### src/rtl/mdrv_fault_pkg.sv
package mdrv_fault_pkg;

   localparam int unsigned NUM_HB = 2;

   typedef enum logic {
      OCP_RETRY = 1'b0,
      OCP_LATCH = 1'b1
   } ocp_resp_e;

   // Settings 0 and 1 retry, settings 2 and 3 latch off.
   function automatic ocp_resp_e ocp_resp_decode(input logic [1:0] sel);
      return (sel >= 2'd2) ? OCP_LATCH : OCP_RETRY;
   endfunction

endpackage

### src/rtl/mdrv_deglitch.sv
module mdrv_deglitch #(
   parameter int unsigned DEPTH = 4
) (
   input  logic clk,
   input  logic rst_n,
   input  logic clr,
   input  logic lvl_in,
   output logic lvl_out
);

   initial assert (DEPTH >= 1) else $error("mdrv_deglitch: DEPTH must be at least 1");

   generate
      if (DEPTH == 1) begin : g_single
         logic q;
         always_ff @(posedge clk) begin
            if (!rst_n)   q <= 1'b0;
            else          q <= lvl_in & ~clr;
         end
         assign lvl_out = q;
      end else begin : g_count
         localparam int unsigned CW = $clog2(DEPTH + 1);
         localparam logic [CW-1:0] FULL = CW'(DEPTH);
         logic [CW-1:0] cnt_q;
         always_ff @(posedge clk) begin
            if (!rst_n)                cnt_q <= '0;
            else if (clr || !lvl_in)   cnt_q <= '0;
            else if (cnt_q != FULL)    cnt_q <= cnt_q + 1'b1;
         end
         assign lvl_out = (cnt_q == FULL);
      end
   endgenerate

   // a filtered level is only ever reported after the raw level was high
   assert_filtered_needs_raw_R2: assert property (@(posedge clk) disable iff (!rst_n)
      lvl_out |-> $past(lvl_in));

endmodule

### src/rtl/mdrv_ocp_ctrl.sv
module mdrv_ocp_ctrl
   import mdrv_fault_pkg::*;
#(
   parameter int unsigned RETRY_CYC = 16
) (
   input  logic              clk,
   input  logic              rst_n,
   input  logic              sleep_n,
   input  logic [NUM_HB-1:0] oc_flt,
   input  logic              indep,
   input  logic              latch_mode,
   output logic [NUM_HB-1:0] ocp_dis
);

   initial assert (RETRY_CYC >= 2) else $error("mdrv_ocp_ctrl: RETRY_CYC must be at least 2");

   localparam int unsigned TW = $clog2(RETRY_CYC + 1);
   localparam logic [TW-1:0] RELOAD = TW'(RETRY_CYC);

   logic [NUM_HB-1:0] trip_q;
   logic [NUM_HB-1:0] new_ev;
   logic [NUM_HB-1:0] set_mask;
   logic [TW-1:0]     timer_q;
   logic              ev_any;
   logic              expire;

   genvar gi;
   generate
      for (gi = 0; gi < NUM_HB; gi++) begin : g_event
         assign new_ev[gi] = oc_flt[gi] & ~trip_q[gi];

         // in latched-off response a trip holds until sleep
         assert_latched_hold_R5: assert property (@(posedge clk) disable iff (!rst_n || !sleep_n)
            (latch_mode && trip_q[gi]) |=> trip_q[gi]);
      end
   endgenerate

   assign ev_any   = |new_ev;
   assign set_mask = indep ? new_ev : {NUM_HB{ev_any}};
   assign expire   = (timer_q == TW'(1)) && !latch_mode;

   always_ff @(posedge clk) begin
      if (!rst_n || !sleep_n) begin
         trip_q  <= '0;
         timer_q <= '0;
      end else if (ev_any) begin
         trip_q  <= trip_q | set_mask;
         timer_q <= RELOAD;
      end else if (timer_q != '0) begin
         if (expire) trip_q <= '0;
         timer_q <= timer_q - 1'b1;
      end
   end

   assign ocp_dis = trip_q;

   // the shared retry timer never exceeds the retry window
   assert_timer_range_R4: assert property (@(posedge clk) disable iff (!rst_n)
      timer_q <= RELOAD);

   // outside independent operation both half-bridges trip together
   assert_bridge_together_R3: assert property (@(posedge clk) disable iff (!rst_n)
      !indep |-> (trip_q[0] == trip_q[1]));

endmodule

### src/rtl/mdrv_fault_mgr.sv
module mdrv_fault_mgr
   import mdrv_fault_pkg::*;
#(
   parameter int unsigned OCP_DGL_CYC = 300,
   parameter int unsigned UV_DGL_CYC  = 1000,
   parameter int unsigned RETRY_CYC   = 200000
) (
   input  logic       clk,
   input  logic       rst_n,
   input  logic       sleep_n,
   input  logic       vm_uv_raw,
   input  logic       cp_uv_raw,
   input  logic       ot_raw,
   input  logic [1:0] oc_raw,
   input  logic [1:0] ocp_sel,
   input  logic       indep_mode,
   input  logic       chop_ind,
   output logic [1:0] hb_disable,
   output logic       fault_n
);

   ocp_resp_e         resp_q;
   logic              indep_q;
   logic              vm_uv_f;
   logic [NUM_HB-1:0] oc_f;
   logic [NUM_HB-1:0] ocp_dis;
   logic              global_flt;

   // Response and operation flags are captured only while asleep
   always_ff @(posedge clk) begin
      if (!rst_n) begin
         resp_q  <= OCP_RETRY;
         indep_q <= 1'b0;
      end else if (!sleep_n) begin
         resp_q  <= ocp_resp_decode(ocp_sel);
         indep_q <= indep_mode;
      end
   end

   mdrv_deglitch #(.DEPTH(UV_DGL_CYC)) u_vm_dgl (
      .clk    (clk),
      .rst_n  (rst_n),
      .clr    (1'b0),
      .lvl_in (vm_uv_raw),
      .lvl_out(vm_uv_f)
   );

   genvar gi;
   generate
      for (gi = 0; gi < NUM_HB; gi++) begin : g_oc
         mdrv_deglitch #(.DEPTH(OCP_DGL_CYC)) u_oc_dgl (
            .clk    (clk),
            .rst_n  (rst_n),
            .clr    (~sleep_n | ocp_dis[gi]),
            .lvl_in (oc_raw[gi]),
            .lvl_out(oc_f[gi])
         );
      end
   endgenerate

   mdrv_ocp_ctrl #(.RETRY_CYC(RETRY_CYC)) u_ocp (
      .clk       (clk),
      .rst_n     (rst_n),
      .sleep_n   (sleep_n),
      .oc_flt    (oc_f),
      .indep     (indep_q),
      .latch_mode(resp_q == OCP_LATCH),
      .ocp_dis   (ocp_dis)
   );

   assign global_flt = vm_uv_f | cp_uv_raw | ot_raw;
   assign hb_disable = {NUM_HB{~sleep_n | global_flt}} | ocp_dis;
   assign fault_n    = ~(sleep_n & (global_flt | (|ocp_dis) | chop_ind));

   // an awake, disabled half-bridge is always flagged
   assert_flag_on_disable_R3: assert property (@(posedge clk) disable iff (!rst_n)
      (sleep_n && (|hb_disable)) |-> !fault_n);

   // captured response stays put while awake
   assert_resp_stable_R11: assert property (@(posedge clk) disable iff (!rst_n)
      (sleep_n && $past(sleep_n)) |-> $stable(resp_q));

endmodule

### config.mk
export PLATFORM = sky130hd
export DESIGN_NAME = mdrv_fault_mgr
export DESIGN_NICKNAME = d
export VERILOG_FILES = /design/src/rtl/mdrv_fault_pkg.sv /design/src/rtl/mdrv_deglitch.sv /design/src/rtl/mdrv_ocp_ctrl.sv /design/src/rtl/mdrv_fault_mgr.sv
export SDC_FILE = /design/constraint.sdc
export NUM_CORES = 1
export LEC_CHECK = 0
export ABC_AREA = 1
export ABC_CLOCK_PERIOD_IN_PS = 3260
export BUFFER_PORTS_ARGS = -buffer_cell sky130_fd_sc_hd__buf_2
export CAP_MARGIN = 30
export CORE_MARGIN = 2
export CORE_UTILIZATION = 65
export CTS_CLUSTER_SIZE = 40
export DETAILED_ROUTE_END_ITERATION = 16
export PLACE_DENSITY = 0.84
export REMOVE_ABC_BUFFERS = 1
export SYNTH_ARGS = -nofsm -noshare
export SYNTH_HDL_FRONTEND = slang
export SYNTH_SLANG_ARGS = --single-unit
### constraint.sdc
create_clock -name clk -period 3.26 [get_ports clk]
set_input_delay 0.326 -clock clk [delete_from_list [all_inputs] [get_ports clk]]
set_output_delay 0.326 -clock clk [all_outputs]
set_load 0.01 [all_outputs]
# Word level (Yosys, flattened, before mapping)
# Index checks and enable logic that the tools add are counted.
[totals] regBits=50 inputBits=12 out_inout_bits=3 elab_cells=63
[classes] addsub=4 magnitude_cmp=1 eq_ne=7 muxes=7 bitwise=17 reduce_logical=19
[op_table] cell="two-way mux 18 bit" n=2
[op_table] cell="adder 9 x 1 -> 9 bit (second input constant)" n=2
[op_table] cell="== test 18 x 1 -> 1 bit (second input constant)" n=1
[op_table] cell="== test 9 bit (second input constant)" n=2
[op_table] cell="!= test 9 bit (second input constant)" n=2
[op_table] cell="nonzero test 18 bit" n=1
[op_table] cell="subtractor 18 x 1 -> 18 bit (second input constant)" n=1
[op_table] cell="adder 10 x 1 -> 10 bit (second input constant)" n=1
[op_table] cell="== test 10 bit (second input constant)" n=1
[op_table] cell="!= test 10 bit (second input constant)" n=1
[op_table] cell="two-way mux 2 bit" n=4
[op_table] cell="OR reduction 2 bit" n=4
[op_table] cell="OR 1 bit" n=7
[op_table] cell="logical NOT 1 bit" n=5
[op_table] cell="inverter 1 bit" n=5
[op_table] cell="OR 2 bit" n=2
[op_table] cell="AND reduction 2 bit" n=2
[op_table] cell="nonzero test 2 bit" n=2
[op_table] cell="bitwise AND 1 bit" n=3
[op_table] cell="logical OR 1 bit" n=3
[op_table] cell="OR reduction 3 bit" n=1
[op_table] cell=">= comparator 2 bit (second input constant)" n=1
[op_table] cell="logical AND 1 bit" n=1
[op_table] cell="two-way mux 1 bit" n=1

# Longest topological paths before layout
[logic_depth] depth_word=7 ltp_mapped=10 depth_no_buf=10

# By module
# From an unflattened synthesis, not the netlist that was laid out.
[unflattened] cells_unflattened=442 hier_area_um2=2981.6
[modules_own_cells] mod="mdrv_ocp_ctrl" instances=1 cells_each=169 area_each_um2=1199.9 seq_area_each_um2=400.4
[modules_own_cells] mod="mdrv_deglitch (g_oc[0].u_oc_dgl ...)" instances=2 cells_each=83 area_each_um2=533.0 seq_area_each_um2=180.2
[modules_own_cells] mod="mdrv_deglitch (u_vm_dgl)" instances=1 cells_each=83 area_each_um2=588.1 seq_area_each_um2=200.2
[modules_own_cells] mod="mdrv_fault_mgr" instances=1 cells_each=24 area_each_um2=127.6 seq_area_each_um2=40.0

# Worst setup path before layout
# No wires, ideal clock.
[synth_timing] kind="reg2reg" start="register u_ocp.timer_q[0]" end="register u_ocp.timer_q[5]" setup_time_ns=0.110 arrival_ns=1.302 required_time_ns=3.150 slack_ns=1.848 stages_incl_launch_ff=9 n_path_buf=1 period_less_slack_ns=1.412 cell_sequence="dfxtp_1 -> inv_1 -> ha_1 -> nand2_2 -> nor2_4 -> nand3_4 -> buf_6 -> nand2_1 -> nor2_2"
[synth_between] elab_chain_cells=1 word_cells_on_any_way=2 cone_classes="add/sub (1); reduce/logical (1)"
[synth_rtl] item="start, declared" line_no="mdrv_ocp_ctrl.sv:23" source="logic [TW-1:0] timer_q;"
[synth_rtl] item="start signal, assigned" line_no="mdrv_ocp_ctrl.sv:51" source="timer_q <= timer_q - 1'b1;"
[synth_rtl] item="subtractor 18 x 1 -> 18 bit / nonzero test 18 bit (equally long branches)" line_no="mdrv_ocp_ctrl.sv:51, mdrv_ocp_ctrl.sv:49"
# Parallel ways exist; a longest one is shown, timed or not.
# A chain may end at the register's enable or synchronous reset.

# Worst setup path in the final report
[layout_timing] start="register u_vm_dgl.g_count.cnt_q[0]" end="output fault_n"
[layout_between] elab_chain_cells=7
[layout_rtl] item="start, declared" line_no="mdrv_deglitch.sv:24" source="logic [CW-1:0] cnt_q;"
[layout_rtl] item="start signal, assigned" line_no="mdrv_deglitch.sv:28" source="else if (cnt_q != FULL) cnt_q <= cnt_q + 1'b1;"
[layout_rtl] item="== test 10 bit" line_no="mdrv_deglitch.sv:30" source="assign lvl_out = (cnt_q == FULL);"
[layout_rtl] item="OR 1 bit (2 in a row)" line_no="mdrv_fault_mgr.sv:71" source="assign global_flt = vm_uv_f | cp_uv_raw | ot_raw;"
[layout_rtl] item="OR 1 bit (2 in a row)" line_no="mdrv_fault_mgr.sv:73" source="assign fault_n = ~(sleep_n & (global_flt | (|ocp_dis) | chop_ind));"
[layout_rtl] item="bitwise AND 1 bit" line_no="mdrv_fault_mgr.sv:73"
[layout_rtl] item="inverter 1 bit" line_no="mdrv_fault_mgr.sv:73"
[layout_rtl] item="end, declared" line_no="mdrv_fault_mgr.sv:19" source="output logic fault_n"
# Every way passes these cells.

==> qor.csv <==
metric;value;unit
number of synthesized register bits;50;
Filler Cell Count;334;
EDFF count, synth;0;
total power;2.812;mW
syn_area_per_cell;7.191;um^2
Final Wtd Congestion;0.9238;
WL final;5.158;mm
CTS buffer count;5;
H-tree lvl count;2;
worst vdd ir;490.0;uV
post-synthesis sequential area ratio;37.42;%
Mapped Cells;372;
Max transition margin;81.19;%
Die Span Y;68.15;um
DRT met1 WL;2.413;mm
Critical Path Start Type;register;
post-cts repair resize count;0;
clock slew at reported path FFs;0.09;ns
worst-margin pin slew;0.2813;ns
CTS tree;built;
Worst R2R Start;u_ocp.timer_q[0];
Leak;1.148;nW
DRC violations left;0;
setup TNS;0;ns
Vias;2330;
Slew Limit Fails;0;
fin util;72.27;%
Final nets;410;
first-pass GRT wire length;8.756;mm
worst hold stages;3;
Max Cap Viol;0;
TritonRoute pass-1 iters;4;
pwr/cell area;979.6;mW/mm^2
Synth top area share;37.42;%
outcome;completed;
crit path time final;1.936;ns
Final Skew;0.008193;ns
DR WL met2;2.473;mm
Main synth FF type;dfxtp_1;
Worst Setup Path Type;register to output pin;
number of post-CTS setup repair buffers;0;
CTS Buffer Depth;2;
largest net degree at the start of global routing;17;
synthesized area;0.002675;mm^2
initial antenna violation count;0;
ys async rst share;0;%
clock root buffer;clkbuf_8;
number of cell rows;23;
Via-to-Cell Ratio;5.283;
Clk Latency, worst-skew pair;0.31;ns
most common cell in the synthesized netlist;nand2_1;
layout cell share with drive strength beyond 1;16.62;%
WL met3;199;um
final worst path period share;59.39;%
Post-DP Area;0.002771;mm^2
Min-Delay Startpoint;rst_n;
# diodes;0;
crit end category;output pin;
worst path arrival time;1.61;ns
Synth cell types;29;
R2R depth;8;
Final Cell Area;0.002870;mm^2
I/O pin cnt;15;
hold_buf cts;0;
Core Footprint;0.003971;mm^2
Hold Path Class;primary input to register;
hold path endpoint;indep_q;
final hold viol count;0;
Fmax achieved;516.5;MHz
Initial Util;67.36;%
hold_ws;0.2846;ns
flop-to-flop setup slack;1.55;ns
number of global-route vias before repair;2153;
top sig layer;met4;
Crit Path Max Fanout;5;
drt first-iter violations;116;
Final setup viols;0;
number of clock sinks;50;
most frequent cells after synthesis;nand2_1 (70), inv_1 (52), dfxtp_1 (50);
I/O Buffers;13;
DP HPWL;3.843;mm
largest cells by area after synthesis;dfxtp_1 (37%), nand2_1 (9.8%), inv_1 (7.3%);
synth warn;0;
cell taking the most area after synthesis;dfxtp_1;
GRT Util Overall;24.72;%
die area;0.004644;mm^2
worst reg2reg endpoint;u_ocp.timer_q[0];
DR WL/cell;11.70;um
global route total overflow;0;
critical path required time;2.93;ns
RSZ-0062 raised after global routing;false;
antenna-violating nets left;0;
Area Overhead vs Synth;7.296;%
DIE WIDTH;68.15;um
==> cell families after synthesis <==
family	share of synthesized area [%]
simple gates	34.42
xor+xnor	4.256
fa+ha+maj	3.742
buf+inv	9.401
compound gates	10.76
flops	37.42
==> per-layer routing <==
layer / track usage (%) / up-vias
met3: 5.428 / 9
met1: 30.12 / 1067
met4: 8.500 / 0
li1: - / 1217
met2: 42.84 / 37
met5: 0 / -
==> state kept, by name, summed over array words and instances (netlist names) <==
register	count
resp_q	1
g_oc.u_oc_dgl.g_count.cnt_q	18
u_ocp.timer_q	18
u_ocp.ocp_dis	2
u_vm_dgl.g_count.cnt_q	10
indep_q	1
==> power by group <==
group	leakage, nW	total, mW	internal, mW	switching, mW
logic	0.694	1.61	0.578	1.03
registers	0.406	0.817	0.717	0.100
clock network	0.0478	0.388	0.175	0.213
==> how the worst max path moves through the flow <==
stage	end	from	slack [ns]	cells past startpoint
floorplan	u_ocp.timer_q[0]	u_ocp.timer_q[0]	1.82	8
global route	fault_n	u_vm_dgl.g_count.cnt_q[0]	1.18	10
global placement	u_ocp.timer_q[0]	u_ocp.timer_q[0]	1.62	8
CTS	fault_n	u_vm_dgl.g_count.cnt_q[0]	1.31	10
detailed placement	u_ocp.timer_q[0]	u_ocp.timer_q[0]	1.57	8
finish	fault_n	u_vm_dgl.g_count.cnt_q[0]	1.32	10
==> worst max-delay path: stages, from the launching register on <==
cell and delay [ns]:
dfxtp_1 0.36, inv_1 0.07, ha_1 0.17, nand2_1 0.06, nor3_1 0.12, nand4_1 0.14, nand2_1 0.08, inv_1 0.06
nand3_1 0.06, nand2_1 0.04, buf_2 0.13
==> layout by cell type, fill, tap and decap left out <==
| cell | instances |
|---|---|
| clkinv_2 | 2 |
| or2_2 | 2 |
| dfxtp_1 | 50 |
| o21ai_1 | 2 |
| nor2_1 | 47 |
| inv_2 | 4 |
| nand3_4 | 1 |
| nand2_4 | 1 |
| a31oi_1 | 1 |
| nor2_2 | 10 |
| o21ai_0 | 17 |
| nor3_1 | 6 |
| xor2_1 | 3 |
| a21oi_2 | 3 |
| clkbuf_8 | 6 |
| nand3_1 | 20 |
| buf_2 | 13 |
| inv_6 | 1 |
| nand2_1 | 70 |
| nand4_2 | 1 |
| clkinvlp_4 | 1 |
| nor2_4 | 4 |
| inv_1 | 52 |
| nand3_2 | 6 |
| ha_1 | 8 |
| nand2_2 | 6 |
| nand4_1 | 6 |
| nor3_2 | 4 |
| a21oi_1 | 32 |
| xnor2_1 | 10 |
| nand3b_1 | 2 |
==> through the flow <==
step / cells / worst slack (ns)
3_3_place_gp: 433 / 1.625
2_1_floorplan: 370 / 1.823
5_1_grt: 441 / 1.178
4_1_cts: 441 / 1.307
6_report: 441 / 1.324
3_5_place_dp: 433 / 1.574
==> layout make-up <==
class / count / area (um^2) / area share, %
Timing Repair Buffer: 13 / 65.06 / 2.267
Multi-Input combinational cell: 262 / 1423 / 49.56
Tap cell: 50 / 62.56 / 2.180
Clock inverter: 2 / 16.27 / 0.5667
Inverter: 58 / 220.2 / 7.672
Sequential cell: 50 / 1001 / 34.87
Clock buffer: 6 / 82.58 / 2.877
Note: power is estimated with default switching activity, not from simulation.
